==> src/rtl/xfer_cnt_pkg.sv <==
`timescale 1ns/1ps
package xfer_cnt_pkg;

  // Operation selected for the working counter in one cycle
  typedef enum logic [1:0] {
    CNT_HOLD  = 2'd0,
    CNT_DEC   = 2'd1,
    CNT_LOAD  = 2'd2,
    CNT_CLEAR = 2'd3
  } cnt_op_e;

endpackage

==> src/rtl/xfer_start_regs.sv <==
`timescale 1ns/1ps
module xfer_start_regs #(
  parameter int NB     = 3,
  parameter int BYTE_W = 8,
  parameter int AW     = 2
) (
  input  logic                 clk,
  input  logic                 rst_n,
  input  logic                 wr_i,
  input  logic [AW-1:0]        addr_i,
  input  logic [BYTE_W-1:0]    data_i,
  output logic [NB*BYTE_W-1:0] start_o,
  output logic                 hi_written_o
);

  localparam logic [AW-1:0] HI_ADDR = AW'(NB - 1);

  // One holding byte per count location
  for (genvar g = 0; g < NB; g++) begin : g_byte
    logic [BYTE_W-1:0] byte_q;
    always_ff @(posedge clk or negedge rst_n) begin
      if (!rst_n)                              byte_q <= '0;
      else if (wr_i && addr_i == AW'(g))       byte_q <= data_i;
    end
    assign start_o[g*BYTE_W +: BYTE_W] = byte_q;
  end

  // Sticky flag: the high location has been written since reset
  always_ff @(posedge clk or negedge rst_n) begin
    if (!rst_n)                          hi_written_o <= 1'b0;
    else if (wr_i && addr_i == HI_ADDR)  hi_written_o <= 1'b1;
  end

  assert_hi_flag_R6: assert property (@(posedge clk) disable iff (!rst_n)
    (wr_i && addr_i == HI_ADDR) |=> hi_written_o);

  assert_hi_sticky_R6: assert property (@(posedge clk) disable iff (!rst_n)
    hi_written_o |=> hi_written_o);

endmodule

==> src/rtl/xfer_counter.sv <==
`timescale 1ns/1ps
module xfer_counter
  import xfer_cnt_pkg::*;
#(
  parameter int          CNT_W     = 24,
  parameter int unsigned ZERO_LOAD = 65536
) (
  input  logic             clk,
  input  logic             rst_n,
  input  logic             load_i,
  input  logic [CNT_W-1:0] start_i,
  input  logic             dec_i,
  input  logic             done_i,
  input  logic             clr_tc_i,
  output logic [CNT_W-1:0] cnt_o,
  output logic             tc_o
);

  localparam logic [CNT_W-1:0] RELOAD_Z = CNT_W'(ZERO_LOAD);
  localparam logic [CNT_W-1:0] ONE      = CNT_W'(1);

  cnt_op_e          op;
  logic             hit_zero;
  logic [CNT_W-1:0] load_val;

  // Priority: completion, then command load, then byte decrement
  always_comb begin
    if (done_i)                         op = CNT_CLEAR;
    else if (load_i)                    op = CNT_LOAD;
    else if (dec_i && cnt_o != '0)      op = CNT_DEC;
    else                                op = CNT_HOLD;
  end

  assign hit_zero = (op == CNT_DEC) && (cnt_o == ONE);
  assign load_val = (start_i == '0) ? RELOAD_Z : start_i;

  always_ff @(posedge clk or negedge rst_n) begin
    if (!rst_n) begin
      cnt_o <= '0;
    end else begin
      case (op)
        CNT_CLEAR: cnt_o <= '0;
        CNT_LOAD:  cnt_o <= load_val;
        CNT_DEC:   cnt_o <= cnt_o - ONE;
        default:   cnt_o <= cnt_o;
      endcase
    end
  end

  // Terminal events win over a clear in the same cycle
  always_ff @(posedge clk or negedge rst_n) begin
    if (!rst_n)                    tc_o <= 1'b0;
    else if (done_i || hit_zero)   tc_o <= 1'b1;
    else if (clr_tc_i)             tc_o <= 1'b0;
  end

  assert_dec_R7: assert property (@(posedge clk) disable iff (!rst_n)
    (dec_i && !load_i && !done_i && cnt_o != '0) |=> cnt_o == $past(cnt_o) - ONE);

  assert_zero_hold_R7: assert property (@(posedge clk) disable iff (!rst_n)
    (dec_i && !load_i && !done_i && cnt_o == '0) |=> cnt_o == '0);

  assert_load_R3: assert property (@(posedge clk) disable iff (!rst_n)
    (load_i && !done_i) |=> cnt_o == (($past(start_i) == '0) ? RELOAD_Z : $past(start_i)));

  assert_done_R9: assert property (@(posedge clk) disable iff (!rst_n)
    done_i |=> (cnt_o == '0) && tc_o);

  assert_tc_rise_R8: assert property (@(posedge clk) disable iff (!rst_n)
    $rose(tc_o) |-> ($past(done_i) || ($past(dec_i) && !$past(load_i) && $past(cnt_o) == ONE)));

  assert_tc_clear_R5: assert property (@(posedge clk) disable iff (!rst_n)
    (clr_tc_i && !done_i && !(dec_i && !load_i && cnt_o == ONE)) |=> !tc_o);

endmodule

==> src/rtl/xfer_rd_mux.sv <==
`timescale 1ns/1ps
module xfer_rd_mux #(
  parameter int              NB      = 3,
  parameter int              BYTE_W  = 8,
  parameter int              AW      = 2,
  parameter logic [BYTE_W-1:0] CHIP_ID = 8'hA2
) (
  input  logic [AW-1:0]        rd_addr_i,
  input  logic [NB*BYTE_W-1:0] cnt_i,
  input  logic                 hi_written_i,
  output logic [BYTE_W-1:0]    rd_data_o
);

  localparam logic [AW-1:0] HI_ADDR = AW'(NB - 1);

  always_comb begin
    rd_data_o = '0;
    for (int i = 0; i < NB; i++) begin
      if (rd_addr_i == AW'(i)) rd_data_o = cnt_i[i*BYTE_W +: BYTE_W];
    end
    if (rd_addr_i == HI_ADDR && !hi_written_i) rd_data_o = CHIP_ID;
  end

  always_comb begin
    if (rd_addr_i == HI_ADDR && !hi_written_i)
      assert_id_R6: assert (rd_data_o == CHIP_ID);
  end

endmodule

==> src/rtl/xfer_count_top.sv <==
`timescale 1ns/1ps
module xfer_count_top #(
  parameter int          CNT_W     = 24,
  parameter int          BYTE_W    = 8,
  parameter int          DMA_BIT   = 7,
  parameter int unsigned ZERO_LOAD = 65536,
  parameter logic [7:0]  CHIP_ID   = 8'hA2,
  localparam int         NB        = CNT_W / BYTE_W,
  localparam int         AW        = $clog2(NB + 1)
) (
  input  logic              clk,
  input  logic              rst_n,
  input  logic              host_wr,
  input  logic [AW-1:0]     host_addr,
  input  logic [BYTE_W-1:0] host_wdata,
  input  logic [AW-1:0]     rd_addr,
  output logic [BYTE_W-1:0] rd_data,
  input  logic              pd_valid,
  output logic              pd_ready,
  input  logic              xfer_done,
  output logic              dma_mode,
  output logic              tc
);

  localparam logic [AW-1:0] CMD_ADDR = AW'(NB);

  logic             cnt_wr;
  logic             cmd_wr;
  logic             load;
  logic [CNT_W-1:0] start;
  logic [CNT_W-1:0] cnt;
  logic             hi_written;

  assign cnt_wr   = host_wr && (host_addr < CMD_ADDR);
  assign cmd_wr   = host_wr && (host_addr == CMD_ADDR);
  assign load     = cmd_wr && host_wdata[DMA_BIT];
  assign pd_ready = 1'b1;

  always_ff @(posedge clk or negedge rst_n) begin
    if (!rst_n)      dma_mode <= 1'b0;
    else if (cmd_wr) dma_mode <= host_wdata[DMA_BIT];
  end

  xfer_start_regs #(.NB(NB), .BYTE_W(BYTE_W), .AW(AW)) u_start (
    .clk          (clk),
    .rst_n        (rst_n),
    .wr_i         (cnt_wr),
    .addr_i       (host_addr),
    .data_i       (host_wdata),
    .start_o      (start),
    .hi_written_o (hi_written)
  );

  xfer_counter #(.CNT_W(CNT_W), .ZERO_LOAD(ZERO_LOAD)) u_cnt (
    .clk      (clk),
    .rst_n    (rst_n),
    .load_i   (load),
    .start_i  (start),
    .dec_i    (pd_valid && pd_ready),
    .done_i   (xfer_done),
    .clr_tc_i (cnt_wr),
    .cnt_o    (cnt),
    .tc_o     (tc)
  );

  xfer_rd_mux #(.NB(NB), .BYTE_W(BYTE_W), .AW(AW), .CHIP_ID(CHIP_ID)) u_rd (
    .rd_addr_i    (rd_addr),
    .cnt_i        (cnt),
    .hi_written_i (hi_written),
    .rd_data_o    (rd_data)
  );

  assert_mode_R4: assert property (@(posedge clk) disable iff (!rst_n)
    cmd_wr |=> dma_mode == $past(host_wdata[DMA_BIT]));

  assert_nomode_keep_R4: assert property (@(posedge clk) disable iff (!rst_n)
    (cmd_wr && !host_wdata[DMA_BIT] && !xfer_done && !pd_valid) |=> $stable(cnt));

  assert_cntwr_keep_R2: assert property (@(posedge clk) disable iff (!rst_n)
    (cnt_wr && !xfer_done && !pd_valid) |=> $stable(cnt));

endmodule

==> config.mk <==
export PLATFORM = sky130hd
export DESIGN_NAME = xfer_count_top
export DESIGN_NICKNAME = d
export VERILOG_FILES = /design/src/rtl/xfer_cnt_pkg.sv /design/src/rtl/xfer_start_regs.sv /design/src/rtl/xfer_counter.sv /design/src/rtl/xfer_rd_mux.sv /design/src/rtl/xfer_count_top.sv
export SDC_FILE = /design/constraint.sdc
export NUM_CORES = 1
export LEC_CHECK = 0
export BUFFER_PORTS_ARGS = -buffer_cell sky130_fd_sc_hd__buf_2
export CORE_MARGIN = 4
export CORE_UTILIZATION = 53
export CTS_CLUSTER_DIAMETER = 150
export DETAILED_ROUTE_END_ITERATION = 10
export PLACE_DENSITY = 0.76
export SLEW_MARGIN = 20
export SYNTH_ARGS = -nofsm -noshare
export SYNTH_HDL_FRONTEND = slang
export SYNTH_SLANG_ARGS = --single-unit
==> constraint.sdc <==
create_clock -name clk -period 3.2 [get_ports clk]
set_input_delay 0.48 -clock clk [delete_from_list [all_inputs] [get_ports clk]]
set_output_delay 0.48 -clock clk [all_outputs]
set_load 0.05 [all_outputs]
==> run metrics, run 1 <==
Die Y around 80 um; final setup vio count 0; Max clock buf depth 2; max layer used met4; die area about 6500 sq um; reg-to-reg startpoint u_cnt.cnt_o[15]$_DFFE_PN0P_; TritonCTS clock tree built; Sink Count a little over 50; Net Count, Synth 304; FMAX 331 MHz; Post-Syn Area 2780 sq um; Placer Congestion around 0.93; clk_skew 0.00911 ns; Setup crit start u_cnt.cnt_o[15]$_DFFE_PN0P_; Clock Tree Root clkbuf_8; Clock transition at path regs about 0.090 ns; Vias approximately 2400; Seq/Total Area, Yosys a little under half; status finished, final reports clean; Cells after Synth 282; Final min period just over 3 ns; routed length on met2 3530 um; largest net degree at the start of global routing 30; Synth Flop Type dfrtp_1; Max-cap violations 0; syn avg cell area roughly 9.9 sq um; antenna cell count 0; total CTS buffers 5; EDFF count, synth 0; most common library cell in the layout ignoring fill and taps dfrtp_1; vias in the first global route approximately 2400; Congestion Overflow GR 0; routed length on met1 about 3300 um; initial antenna violation count 0; most frequent cells in the layout dfrtp_1, nand2_1, buf_2; unrepaired setup endpoints after global routing no; die width 80.4 um; post-route cell area 3210 sq um; io pins 28; post-DP HPWL 5550 um; Cell Rows 26; #FFs+latches synth 51; wire length per cell about 19 um; total core area between 5000 and 6000 sq um; maximum vdd ir drop approximately 0.00046 V; met3 WL ~430 um; Setup CP Type flop to flop; antenna-violating nets left 0; Worst EP required around 3.4 ns; cts hold-fix bufs 0; Starting Density between 50 and 60%; Global Route Usage Sum 24.9%; drt pass-1 iters 5; share of layout cells above drive strength 1 27.5%; CP Cell Sequence or4_4, nor4_4, and3b_2, nand2_2, a31oi_2, ha_1, nand2b_1, or2_2, o311ai_0; Max Slew Vio Count 0; fin crit share a little over nine tenths; first-pass GRT wire length between 10000 and 15000 um; Hold Fails Final Rpt 0; worst r2r dst u_cnt.cnt_o[21]$_DFFE_PN0P_; final WL around 7400 um; library cells used by synthesis 46; Initial DRC Count 255; Vias/cell 6.28; DRC viols 0; Area Growth Syn to Fin 15.3%; Nets 341; Clock Latency Late Sink 0.30 ns; PD cells between 1000 and 1500 nW/um^2; Slew @ Worst Pin 0.691 ns; reg2reg setup slack 0.18 ns; crit end category flop; Critical Path AT roughly 3.2 ns; Min-Delay Path Class input pin to async pin; Static Leakage 1.45 nW; CP peak stage delay between 0.5 and 0.6 ns; slowest library cell on the worst path or4_4; Setup crit start kind flop; R2R cell count 9; YS warnings 0; CTS H-tree lvls 2; Async S/R FF share, synth 100%; buffers added on ports 26; Max-slew headroom about 54%; TNS Setup 0 ns; placed inst area a little over 3000 sq um; crit path max fanout 8
[kinds of logic (layout without fill, tap and decap cells)]
logic type / count (synthesis) / count (layout) / synth area share (%)
mux: 32 / 32 / 12.6
simple gates: 110 / 110 / 20.8
flops: 51 / 51 / 45.9
buf+inv: 16 / 54 / 2.43
other cells: 1 / 1 / 0.135
compound gates: 66 / 66 / 15.6
xor+xnor: 1 / 1 / 0.315
fa+ha+maj: 5 / 5 / 2.25
[Yosys cell counts (3+ instances only)]
| master | number | share of area, % |
|---|---|---|
| nand4_1 | 4 | 0.90 |
| nand2b_1 | 4 | 0.90 |
| inv_1 | 4 | 0.54 |
| nor3_1 | 5 | 0.90 |
| nand3b_1 | 3 | 0.81 |
| o211ai_1 | 4 | 1.1 |
| a221o_1 | 5 | 1.8 |
| nand2_1 | 33 | 4.5 |
| a22oi_1 | 4 | 1.1 |
| nand3_1 | 11 | 2.0 |
| o22ai_1 | 3 | 0.67 |
| dfrtp_1 | 51 | 46 |
| mux2i_1 | 8 | 2.9 |
| a32oi_1 | 3 | 0.94 |
| nor4_1 | 7 | 1.6 |
| nor4_2 | 3 | 1.3 |
| a31oi_1 | 4 | 0.90 |
| ha_1 | 5 | 2.2 |
| mux2_2 | 24 | 9.7 |
| clkbuf_1 | 9 | 1.2 |
| a21oi_1 | 10 | 1.8 |
| nor2_1 | 26 | 3.5 |
| o21ai_0 | 22 | 4.0 |
[worst max-delay path by stage]
stage,cells after the start,end
6_report,9,u_cnt.cnt_o[21]$_DFFE_PN0P_
5_1_grt,9,u_cnt.cnt_o[19]$_DFFE_PN0P_
4_1_cts,11,u_cnt.cnt_o[17]$_DFFE_PN0P_
3_5_place_dp,11,u_cnt.cnt_o[22]$_DFFE_PN0P_
3_3_place_gp,11,u_cnt.cnt_o[17]$_DFFE_PN0P_
2_1_floorplan,11,u_cnt.cnt_o[22]$_DFFE_PN0P_
[critical path: cells and delay by family, from the launching register on]
family / cells / cell delay (ns)
and+or+nand+nor: 6 / 1.58
DFF: 1 / 0.42
AOI/OAI and AO/OA: 2 / 0.59
adders and majority gates: 1 / 0.29
[area by class of cell]
type	count	area (sq um)
clock buffers	6	82.6
clock inverters	2	35.0
fillers	453	1900
inverters	4	15.0
multi-input cells	215	1460
flip-flops and latches	51	1280
well taps	70	87.6
repair buffers	42	250
[what timing repair did]
action | 4_1_cts | 5_1_grt
endpoints found under the setup margin | 0 | 17
endpoints found under the hold margin | 0 | 0
gates resized for setup | 0 | 5
buffers inserted | 0 | 0
[routing by layer]
metal,GRT usage [%],vias up
li1,-,1122
met2,39.6,98
met1,34.7,1213
met4,7.94,0
met5,0,-
met3,4.15,16
[sequential cells by signal, summed over array words and instances (netlist names)]
register / flops
u_start.g_byte.byte_q: 24
u_start.hi_written_o: 1
dma_mode: 1
u_cnt.tc_o: 1
u_cnt.cnt_o: 24
[stage by stage]
step | total power [mW] | utilization [%] | instances | hold WS [ns] | setup WS, ns
finish | 3.40 | 62.8 | 390 | 0.210 | 0.177
global route | 3.60 | 62.8 | 390 | 0.253 | 0.0138
floorplan | 2.26 | - | 282 | 0.184 | 0.0865
CTS | 3.34 | 62.3 | 390 | 0.232 | 0.0780
detailed placement | 2.87 | 60.0 | 382 | 0.464 | 0.112
global placement | 2.83 | 60.0 | 382 | 0.456 | 0.192
[report_power, final]
part | switching, mW | total [mW] | internal (mW)
Combinational | 1.11 | 1.83 | 0.724
Sequential | 0.259 | 1.10 | 0.841
Clock | 0.219 | 0.472 | 0.253
(Power assumes the default switching activity.)
==> inputs of run 2 (changes only) <==
- ABC_AREA: unset -> 1
- CORE_UTILIZATION: 53 -> 54
==> run 2 against run 1 <==
Net effect:
- clock power decreased by 14%
- clock skew decreased by 0.0028 ns
- via count increased by 29%
- sequential share of layout area decreased by 3.2 points
- total power increased by 3.9%
- register-to-register slack improved by 0.31 ns
- worst setup slack improved by 0.31 ns
- routed wire length increased by 19%
- core utilization decreased by 1.0 points
- die area increased by 12%
- largest cell class unchanged
==> run metrics, run 2 <==
status finished, final reports clean; FMAX between 300 and 400 MHz; initial antenna violation count 0; total CTS buffers 5; Clock Latency Late Sink roughly 0.31 ns; crit path max fanout 14; placed inst area approximately 3400 sq um; io pins 28; Inst Count DP 555; Top Registers u_cnt.cnt_o: 24 flops, u_start.g_byte.byte_q: 24 flops; Starting Density 57.1%; cts hold-fix bufs 0; largest net degree at the start of global routing 36; Area Growth Syn to Fin 8.32%; final setup vio count 0; cts repair resizes 0; buffers added on ports 26; Final Non-Filler Cells ~560; most common cell in the netlist nand2_1; Max clock buf depth 2; first-pass GRT wire length 15000 um; TritonCTS clock tree built; wire length per cell 15.7 um; Net Count, Synth 489; Cells after Synth between 400 and 500; Worst EP required 3.44 ns; Synth Flop Type dfrtp_1; antenna-violating nets left 0; largest cells by area after synthesis dfrtp_1, nand2_1, o21ai_0; max layer used met4; syn avg cell area roughly 7 sq um; Post-Syn Area 3220 sq um; setup ws final around 0.49 ns; Min-Delay Path Class input pin to async pin; Placer Congestion around 0.92; # fillers roughly 550; Post-synth top cells nand2_1, inv_1, dfrtp_1; Max-cap violations 0; Vias/cell about 5.6; library cells used by synthesis 30; Clock transition at path regs 0.10 ns; vias in the first global route 3125; largest area contributor in the netlist dfrtp_1; Max Slew Vio Count 0; maximum vdd ir drop about 0.00045 V; drt pass-1 iters 5; Die Y around 85 um; Seq/Total Area, Yosys approximately 40%; share of layout cells above drive strength 1 about 12%; #FFs+latches synth 51; Post-CTS Setup Bufs 0; Hold Fails Final Rpt 0; TNS Setup 0 ns; pre-CTS setup slack ~0.52 ns; routed length on met2 approximately 4000 um; EDFF count, synth 0; post-route cell area 3490 sq um; die area 7260 sq um; Setup CP Type flop to flop; clk_skew around 0.0063 ns; unrepaired setup endpoints after global routing no; Setup crit start kind flop; Async S/R FF share, synth 100%; Setup crit start u_cnt.cnt_o[1]$_DFFE_PN0P_; total core area around 5600 sq um; flip-flop and latch area roughly 1300 sq um; YS warnings 0; antenna cell count 0; crit end category flop; top cell type's share of synthesized area between 30% and 40%; final WL 8820 um; Global Route Usage Sum between 20% and 30%; Nets 512; reg-to-reg startpoint u_cnt.cnt_o[1]$_DFFE_PN0P_; Congestion Overflow GR 0; Initial DRC Count around 330; Clock Tree Root clkbuf_8; area occupied by multi-input gates about 1700 sq um; fin crit share between 80% and 90%; DRC viols 0; PD cells about 1000 nW/um^2; Sink Count around 50; Static Leakage approximately 1.8 nW; CTS H-tree lvls 2; die width approximately 85 um; Vias 3168; Slew @ Worst Pin between 0.9 and 1 ns; most common library cell in the layout ignoring fill and taps nand2_1; Critical Path AT approximately 3.0 ns; most frequent cells in the layout nand2_1, inv_1, dfrtp_1; Final min period approximately 2.7 ns; met3 WL 643 um; Cell Rows 27; routed length on met1 between 3000 and 4000 um; Max-slew headroom a little over a third; post-DP HPWL ~6700 um; reg2reg setup slack 0.49 ns; Hold Worst Slack between 0.08 and 0.09 ns
[run 2: worst max-delay path, stage by stage, from the launching register on]
cell and delay, ns:
dfrtp_1 0.42, inv_1 0.15, ha_1 0.29, nand3_4 0.16, nor2_8 0.20, nand3_2 0.13, o211ai_2 0.15, nand2_1 0.09
inv_1 0.08, ha_1 0.42, buf_4 0.24, nand2_1 0.08, o21ai_1 0.09, nand2_1 0.06, o21ai_0 0.07
[run 2: cells by family (layout without fill, tap and decap cells)]
logic type	after synthesis	after routing	synth area share, %
fa+ha+maj	5	5	1.94
flops	51	51	39.6
compound gates	82	82	14.1
other cells	1	1	0.116
buf+inv	72	96	9.06
simple gates	256	256	35.2
[run 2: final cells by class]
class	count	share of cell area [%]
Tap cell	72	2.58
Multi-Input combinational cell	344	47.4
Sequential cell	51	36.6
Clock buffer	5	1.97
Inverter	58	6.24
Clock inverter	3	0.646
Timing Repair Buffer	30	4.59
[run 2: power breakdown]
part	leakage, nW	internal (mW)	total [mW]	switching, mW
sequential	0.659	0.804	1.01	0.207
clock	0.0489	0.159	0.405	0.246
combinational	1.09	0.658	2.12	1.46
[run 2: worst paths after layout]
kind | cells after the start | endpoint
setup / recovery | 14 | u_cnt.cnt_o[9]$_DFFE_PN0P_
hold / removal | 1 | u_cnt.cnt_o[11]$_DFFE_PN0P_
setup reg to reg | 14 | u_cnt.cnt_o[9]$_DFFE_PN0P_
hold reg to reg | 2 | u_start.g_byte[0].byte_q[7]$_DFFE_PN0P_
max in group asynchronous | 2 | u_start.g_byte[2].byte_q[3]$_DFFE_PN0P_
min in group clk | 3 | u_cnt.tc_o$_DFFE_PN0P_
[run 2: stage by stage]
step                      util [%]  power [mW]
after floorplan                  -        2.65
after global placement        60.2        3.03
after detailed placement      60.2        3.09
after CTS                     61.8        3.50
after global routing          61.8        3.86
final                         61.8        3.53
[run 2: layer usage]
layer | GRT usage (%) | up-vias
met3 | 5.44 | 14
met4 | 6.04 | 0
met2 | 41.9 | 126
li1 | - | 1545
met1 | 35.6 | 1483
met5 | 0 | -
